$ cat src/rtl/rq_pkg.sv
package rq_pkg;
    // Which stored or arriving request drives the address output.
    typedef enum logic [1:0] {
        SRC_NONE   = 2'd0,
        SRC_HEAD   = 2'd1,
        SRC_NEXT   = 2'd2,
        SRC_BYPASS = 2'd3
    } addr_src_e;
endpackage

$ cat src/rtl/rq_body_fifo.sv
// Main body of the queue: circular buffer that receives overflow.
module rq_body_fifo #(
    parameter  int ID_W  = 3,
    parameter  int DEPTH = 4,
    localparam int PTR_W = (DEPTH > 1) ? $clog2(DEPTH) : 1,
    localparam int CNT_W = $clog2(DEPTH + 1)
) (
    input  logic             clk,
    input  logic             rst_n,
    input  logic             wr_en,
    input  logic [ID_W-1:0]  wr_id,
    input  logic             rd_en,
    output logic [ID_W-1:0]  rd_id,
    output logic             empty,
    output logic [CNT_W-1:0] level
);
    typedef struct packed {
        logic [PTR_W-1:0] wp;
        logic [PTR_W-1:0] rp;
        logic [CNT_W-1:0] cnt;
    } body_st_t;

    body_st_t        st_d, st_q;
    logic [ID_W-1:0] mem_q [DEPTH];

    function automatic logic [PTR_W-1:0] bump(input logic [PTR_W-1:0] p);
        if (p == PTR_W'(DEPTH - 1)) return '0;
        return p + PTR_W'(1);
    endfunction

    always_comb begin
        st_d = st_q;
        if (wr_en) st_d.wp = bump(st_q.wp);
        if (rd_en) st_d.rp = bump(st_q.rp);
        case ({wr_en, rd_en})
            2'b10:   st_d.cnt = st_q.cnt + CNT_W'(1);
            2'b01:   st_d.cnt = st_q.cnt - CNT_W'(1);
            default: st_d.cnt = st_q.cnt;
        endcase
    end

    always_ff @(posedge clk) begin
        if (!rst_n) st_q <= '0;
        else        st_q <= st_d;
    end

    always_ff @(posedge clk) begin
        if (wr_en) mem_q[st_q.wp] <= wr_id;
    end

    assign rd_id = mem_q[st_q.rp];
    assign empty = (st_q.cnt == '0);
    assign level = st_q.cnt;
endmodule

$ cat src/rtl/rq_front_pair.sv
// Two-entry front section: slot0 is the head, slot1 the request behind it.
module rq_front_pair #(
    parameter int ID_W = 3
) (
    input  logic            clk,
    input  logic            rst_n,
    input  logic            pop,
    input  logic            load_en,
    input  logic [ID_W-1:0] load_id,
    output logic [1:0]      cnt,
    output logic [ID_W-1:0] slot0,
    output logic [ID_W-1:0] slot1
);
    typedef struct packed {
        logic [ID_W-1:0] s0;
        logic [ID_W-1:0] s1;
        logic [1:0]      n;
    } front_st_t;

    front_st_t st_d, st_q;

    always_comb begin
        st_d = st_q;
        if (pop) begin
            st_d.s0 = st_q.s1;
            st_d.n  = st_q.n - 2'd1;
        end
        if (load_en) begin
            if (st_d.n == 2'd0) st_d.s0 = load_id;
            else                st_d.s1 = load_id;
            st_d.n = st_d.n + 2'd1;
        end
    end

    always_ff @(posedge clk) begin
        if (!rst_n) st_q <= '0;
        else        st_q <= st_d;
    end

    assign cnt   = st_q.n;
    assign slot0 = st_q.s0;
    assign slot1 = st_q.s1;
endmodule

$ cat src/rtl/rq_addr_sel.sv
// Picks the request that will be the head on the next cycle.
module rq_addr_sel
    import rq_pkg::*;
#(
    parameter int ID_W = 3
) (
    input  logic            fire,
    input  logic [1:0]      front_cnt,
    input  logic [ID_W-1:0] s0,
    input  logic [ID_W-1:0] s1,
    input  logic            byp_valid,
    input  logic [ID_W-1:0] byp_id,
    output addr_src_e       src,
    output logic            addr_valid,
    output logic [ID_W-1:0] addr_id
);
    always_comb begin
        src = SRC_NONE;
        if (fire) begin
            if (front_cnt == 2'd2) src = SRC_NEXT;
            else if (byp_valid)    src = SRC_BYPASS;
        end else begin
            if (front_cnt != 2'd0) src = SRC_HEAD;
            else if (byp_valid)    src = SRC_BYPASS;
        end
    end

    always_comb begin
        addr_valid = (src != SRC_NONE);
        case (src)
            SRC_HEAD:   addr_id = s0;
            SRC_NEXT:   addr_id = s1;
            SRC_BYPASS: addr_id = byp_id;
            default:    addr_id = '0;
        endcase
    end
endmodule

$ cat src/rtl/split_req_queue.sv
module split_req_queue
    import rq_pkg::*;
#(
    parameter  int NFIFO = 8,
    parameter  int DEPTH = 4,
    localparam int ID_W  = (NFIFO > 1) ? $clog2(NFIFO) : 1
) (
    input  logic            clk,
    input  logic            rst_n,
    input  logic            push_valid,
    input  logic [ID_W-1:0] push_id,
    output logic            full,
    input  logic            cell_go,
    input  logic            dn_full,
    output logic            head_valid,
    output logic [ID_W-1:0] head_id,
    output logic            addr_valid,
    output logic [ID_W-1:0] addr_id
);
    localparam int CAP   = DEPTH + 2;
    localparam int CNT_W = $clog2(DEPTH + 1);
    localparam int OCC_W = $clog2(CAP + 1);

    typedef struct packed {
        logic fire;
        logic accept;
        logic room;
        logic body_wr;
        logic body_rd;
        logic load_en;
    } ctl_t;

    ctl_t             ctl;
    logic [1:0]       front_cnt;
    logic [ID_W-1:0]  s0, s1, body_id, load_id;
    logic             body_empty;
    logic [CNT_W-1:0] body_lvl;
    logic [OCC_W-1:0] occ;
    addr_src_e        src;

    assign occ        = OCC_W'(front_cnt) + OCC_W'(body_lvl);
    assign full       = (occ == OCC_W'(CAP));
    assign head_valid = (front_cnt != 2'd0);
    assign head_id    = s0;

    // The body only holds entries while the front pair is full, so at most
    // one request (arrival or body head) moves into the front per cycle.
    always_comb begin
        ctl         = '0;
        ctl.fire    = cell_go && !dn_full && head_valid;
        ctl.accept  = push_valid && !full;
        ctl.room    = (front_cnt != 2'd2) || ctl.fire;
        ctl.body_rd = ctl.fire && !body_empty;
        ctl.body_wr = ctl.accept && !(body_empty && ctl.room);
        ctl.load_en = (ctl.accept && body_empty && ctl.room) || ctl.body_rd;
        load_id     = body_empty ? push_id : body_id;
    end

    rq_body_fifo #(.ID_W(ID_W), .DEPTH(DEPTH)) body_i (
        .clk   (clk),
        .rst_n (rst_n),
        .wr_en (ctl.body_wr),
        .wr_id (push_id),
        .rd_en (ctl.body_rd),
        .rd_id (body_id),
        .empty (body_empty),
        .level (body_lvl)
    );

    rq_front_pair #(.ID_W(ID_W)) front_i (
        .clk     (clk),
        .rst_n   (rst_n),
        .pop     (ctl.fire),
        .load_en (ctl.load_en),
        .load_id (load_id),
        .cnt     (front_cnt),
        .slot0   (s0),
        .slot1   (s1)
    );

    rq_addr_sel #(.ID_W(ID_W)) sel_i (
        .fire       (ctl.fire),
        .front_cnt  (front_cnt),
        .s0         (s0),
        .s1         (s1),
        .byp_valid  (ctl.accept),
        .byp_id     (push_id),
        .src        (src),
        .addr_valid (addr_valid),
        .addr_id    (addr_id)
    );
endmodule

$ cat config.mk
export PLATFORM = sky130hd
export DESIGN_NAME = split_req_queue
export DESIGN_NICKNAME = d
export VERILOG_FILES = /design/src/rtl/rq_pkg.sv /design/src/rtl/rq_body_fifo.sv /design/src/rtl/rq_front_pair.sv /design/src/rtl/rq_addr_sel.sv /design/src/rtl/split_req_queue.sv
export SDC_FILE = /design/constraint.sdc
export NUM_CORES = 1
export LEC_CHECK = 0
export CELL_PAD_IN_SITES_DETAIL_PLACEMENT = 2
export CELL_PAD_IN_SITES_GLOBAL_PLACEMENT = 2
export CORE_ASPECT_RATIO = 0.6
export CORE_UTILIZATION = 39
export DETAILED_ROUTE_END_ITERATION = 7
export PLACE_DENSITY_LB_ADDON = 0.2
export SLEW_MARGIN = 20
export SYNTH_ARGS = -nofsm -noshare
export SYNTH_HDL_FRONTEND = slang
export SYNTH_SLANG_ARGS = --single-unit
$ cat constraint.sdc
create_clock -name clk -period 8.86 [get_ports clk]
set_clock_uncertainty 0.2 [all_clocks]
set_input_delay 1.772 -clock clk [delete_from_list [all_inputs] [get_ports clk]]
set_output_delay 1.772 -clock clk [all_outputs]
set_load 0.005 [all_outputs]
==> run metrics <==
first-pass GRT wire length 7940 um; ratio of cells with drive above 1 in the final layout 8.98%; R2R Setup Slk 5080 ps; n_diodes 0; full die area about 4300 sq um; GR Overflow Total 0; total power 573 uW; Arr. time, crit path between 3000 and 4000 ps; FF-to-FF End body_i.level[2]; initial antenna violation count 0; Hold Violations, Final 0; CP Max Fanout 4; Yosys warnings 0; fmax between 0.15 and 0.2 GHz; R2R depth 13; GR Util All Layers 26.2%; Nets ~190; TritonRoute pass-1 iters 4; cts hold-fix bufs 0; Via Count 1219; hold path depth 2; CTS Buf Count 5; Tightest Pin Transition 728 ps; Post-synth EDFFs 12; DIE HEIGHT roughly 51 um; Worst-Skew Late Latency 290 ps; syn nets about 170; Final Wtd Congestion 0.809; RR Startpoint body_i.level[0]; largest net degree at the start of global routing 12; WHS Endpoint body_i.st_q[4]; FP Rows 17; area fraction in compound gates after synthesis between 10% and 20%; drt total wl around 5000 um; Ports 17; Synth Register Bits 29; status completed; Clock Tree Buf Depth 2; DR WL/cell ~23 um; setup_tns 0 ps; Synth top area share 23.1%; Worst Path Required roughly 6900 ps; detailed router's first-iteration violation count 38; Layout area overhead 18.4%; dpl hpwl 3950 um; kind of critical path input port to primary output; Final setup viols 0; Vias/cell 5.70; count leader, synth dfxtp_1; Hold Crit Class flop to flop; share of synthesized registers carrying an async set or reset 0%; top post-synthesis cells by count dfxtp_1 (17), edfxtp_1 (12), inv_1 (12); critical path launch point type input port; Initial Util between 40% and 50%; Worst-path clk slew 60 ps; Post-Syn Area about 1600 sq um; xor/xnor share of the synthesized area under 10%; hold path start body_i.st_q[4]; CTS root buf clkbuf_8; Min Clock Period, post-route 5630 ps; Core Box Area 3740 sq um; largest area contributor in the netlist edfxtp_1; Seq/Total Area, Yosys 44.9%; Tcrit/Tclk final about 64%; Final ANT Viol Nets 0; VDD IR-drop max 0.000147 V; CP endpoint kind primary output; Distinct cells, synth 34; # port buffers 16; LEAKAGE around 0.7 nW; syn avg cell area around 11 sq um; RSZ-0062 raised after global routing false; Slew Viols, Final 0; Post-CTS Setup Repair Bufs 0; mux contribution to synthesized area 8.17%; # DRC 0; die width around 84 um; Post-CTS Resized 0; htree depth 2; Max-cap violations 0; largest family of logic cells by synthesized area compound AO/OA/AOI/OAI gates; PwrDens just over 300 nW/um^2; Post-Syn Instances 146; simple-gate area share of the yosys netlist between 10% and 20%; CTS tree done; Slew HR 51.1%; # clock sinks 29; Main synth FF type dfxtp_1; post-synthesis adder-cell area fraction 10.6%; Layout Utilization roughly 49%; synth top area cells edfxtp_1 (23%), dfxtp_1 (22%), ha_1 (8.0%), mux4_2 (4.3%), mux2i_1 (3.8%); number of global-route vias before repair 1407
==> metrics by stage <==
stage                     hold WS, ps  worst slack (ps)  area, sq um  cells
after floorplan                   272              4480         1560    146
after global routing              401              3130         1850    214
after detailed placement          365              3210         1770    206
after global placement            288              3400         1770    206
final                             364              3230         1850    214
after CTS                         378              3220         1850    214
==> metal layers <==
metal | up-vias | track usage (%) | part of all wire, % | wire, um
met4 | 0 | 10.5 | 1.7 | 83
met3 | 9 | 5.82 | 4.3 | 214
met2 | 33 | 45.1 | 49 | 2440
li1 | 573 | - | - | -
met5 | - | 0 | 0 | 0
met1 | 604 | 32.7 | 45 | 2240
==> cell usage in the layout (no fill, tap or decap), types with 2 or more instances in the layout <==
cell type | Yosys | layout
xor2_1 | 3 | 3
fa_1 | 2 | 2
edfxtp_1 | 12 | 12
nor2_1 | 9 | 9
clkbuf_8 | 0 | 5
mux4_2 | 3 | 3
clkdlybuf4s50_1 | 0 | 16
nor3b_1 | 2 | 2
dfxtp_1 | 17 | 17
nand3_1 | 3 | 3
a21oi_1 | 11 | 11
a221o_1 | 3 | 3
a21boi_0 | 2 | 2
nor3_1 | 7 | 7
mux2i_1 | 6 | 6
clkinv_2 | 0 | 2
inv_1 | 12 | 12
or3_1 | 2 | 2
and3_1 | 6 | 6
nand2_1 | 4 | 4
o21ai_0 | 8 | 8
ha_1 | 10 | 10
a211oi_1 | 4 | 4
and2_1 | 5 | 5
o21a_1 | 2 | 2
==> registers in the layout (all words and copies together), names as in the netlist, named ones only <==
name           count
body_i.mem_q      12
body_i.level       3
front_i.slot0      3
front_i.cnt        2
front_i.slot1      3
body_i.st_q        4
==> worst max path at each step <==
stage | start | end | depth (start not counted)
2_1_floorplan | cell_go | addr_id[0] | 4
3_3_place_gp | cell_go | addr_id[1] | 5
3_5_place_dp | cell_go | addr_id[1] | 6
4_1_cts | cell_go | addr_id[1] | 6
5_1_grt | cell_go | addr_id[1] | 6
6_report | cell_go | addr_id[1] | 6
==> logic make-up after synthesis <==
kind of cell | Yosys count
XOR/XNOR | 4
adder cells (fa/ha/maj) | 12
multiplexers | 9
AO/OA/AOI/OAI | 35
buffers and inverters | 15
flip-flops | 29
AND/OR/NAND/NOR | 42
==> critical path: stages <==
cell and delay, ps:
clkdlybuf4s50_1 510, nor3b_1 310, nor2_1 80, nor2_1 260
a221o_1 220, clkdlybuf4s50_1 510
==> power by group <==
group          leakage [nW]  internal (mW)  switching (mW)
sequential            0.247          0.167          0.0275
combinational         0.393          0.114           0.156
clock                0.0450         0.0543          0.0536
==> area by class of cell <==
class                           instances  area [sq um]
Fill cell                             394          1890
Multi-Input combinational cell        102           802
Sequential cell                        29           701
Timing Repair Buffer                   16           160
Clock buffer                            6          72.6
Tap cell                               47          58.8
Inverter                               12          45.0
Clock inverter                          2          10.0
(Power assumes the default switching activity.)
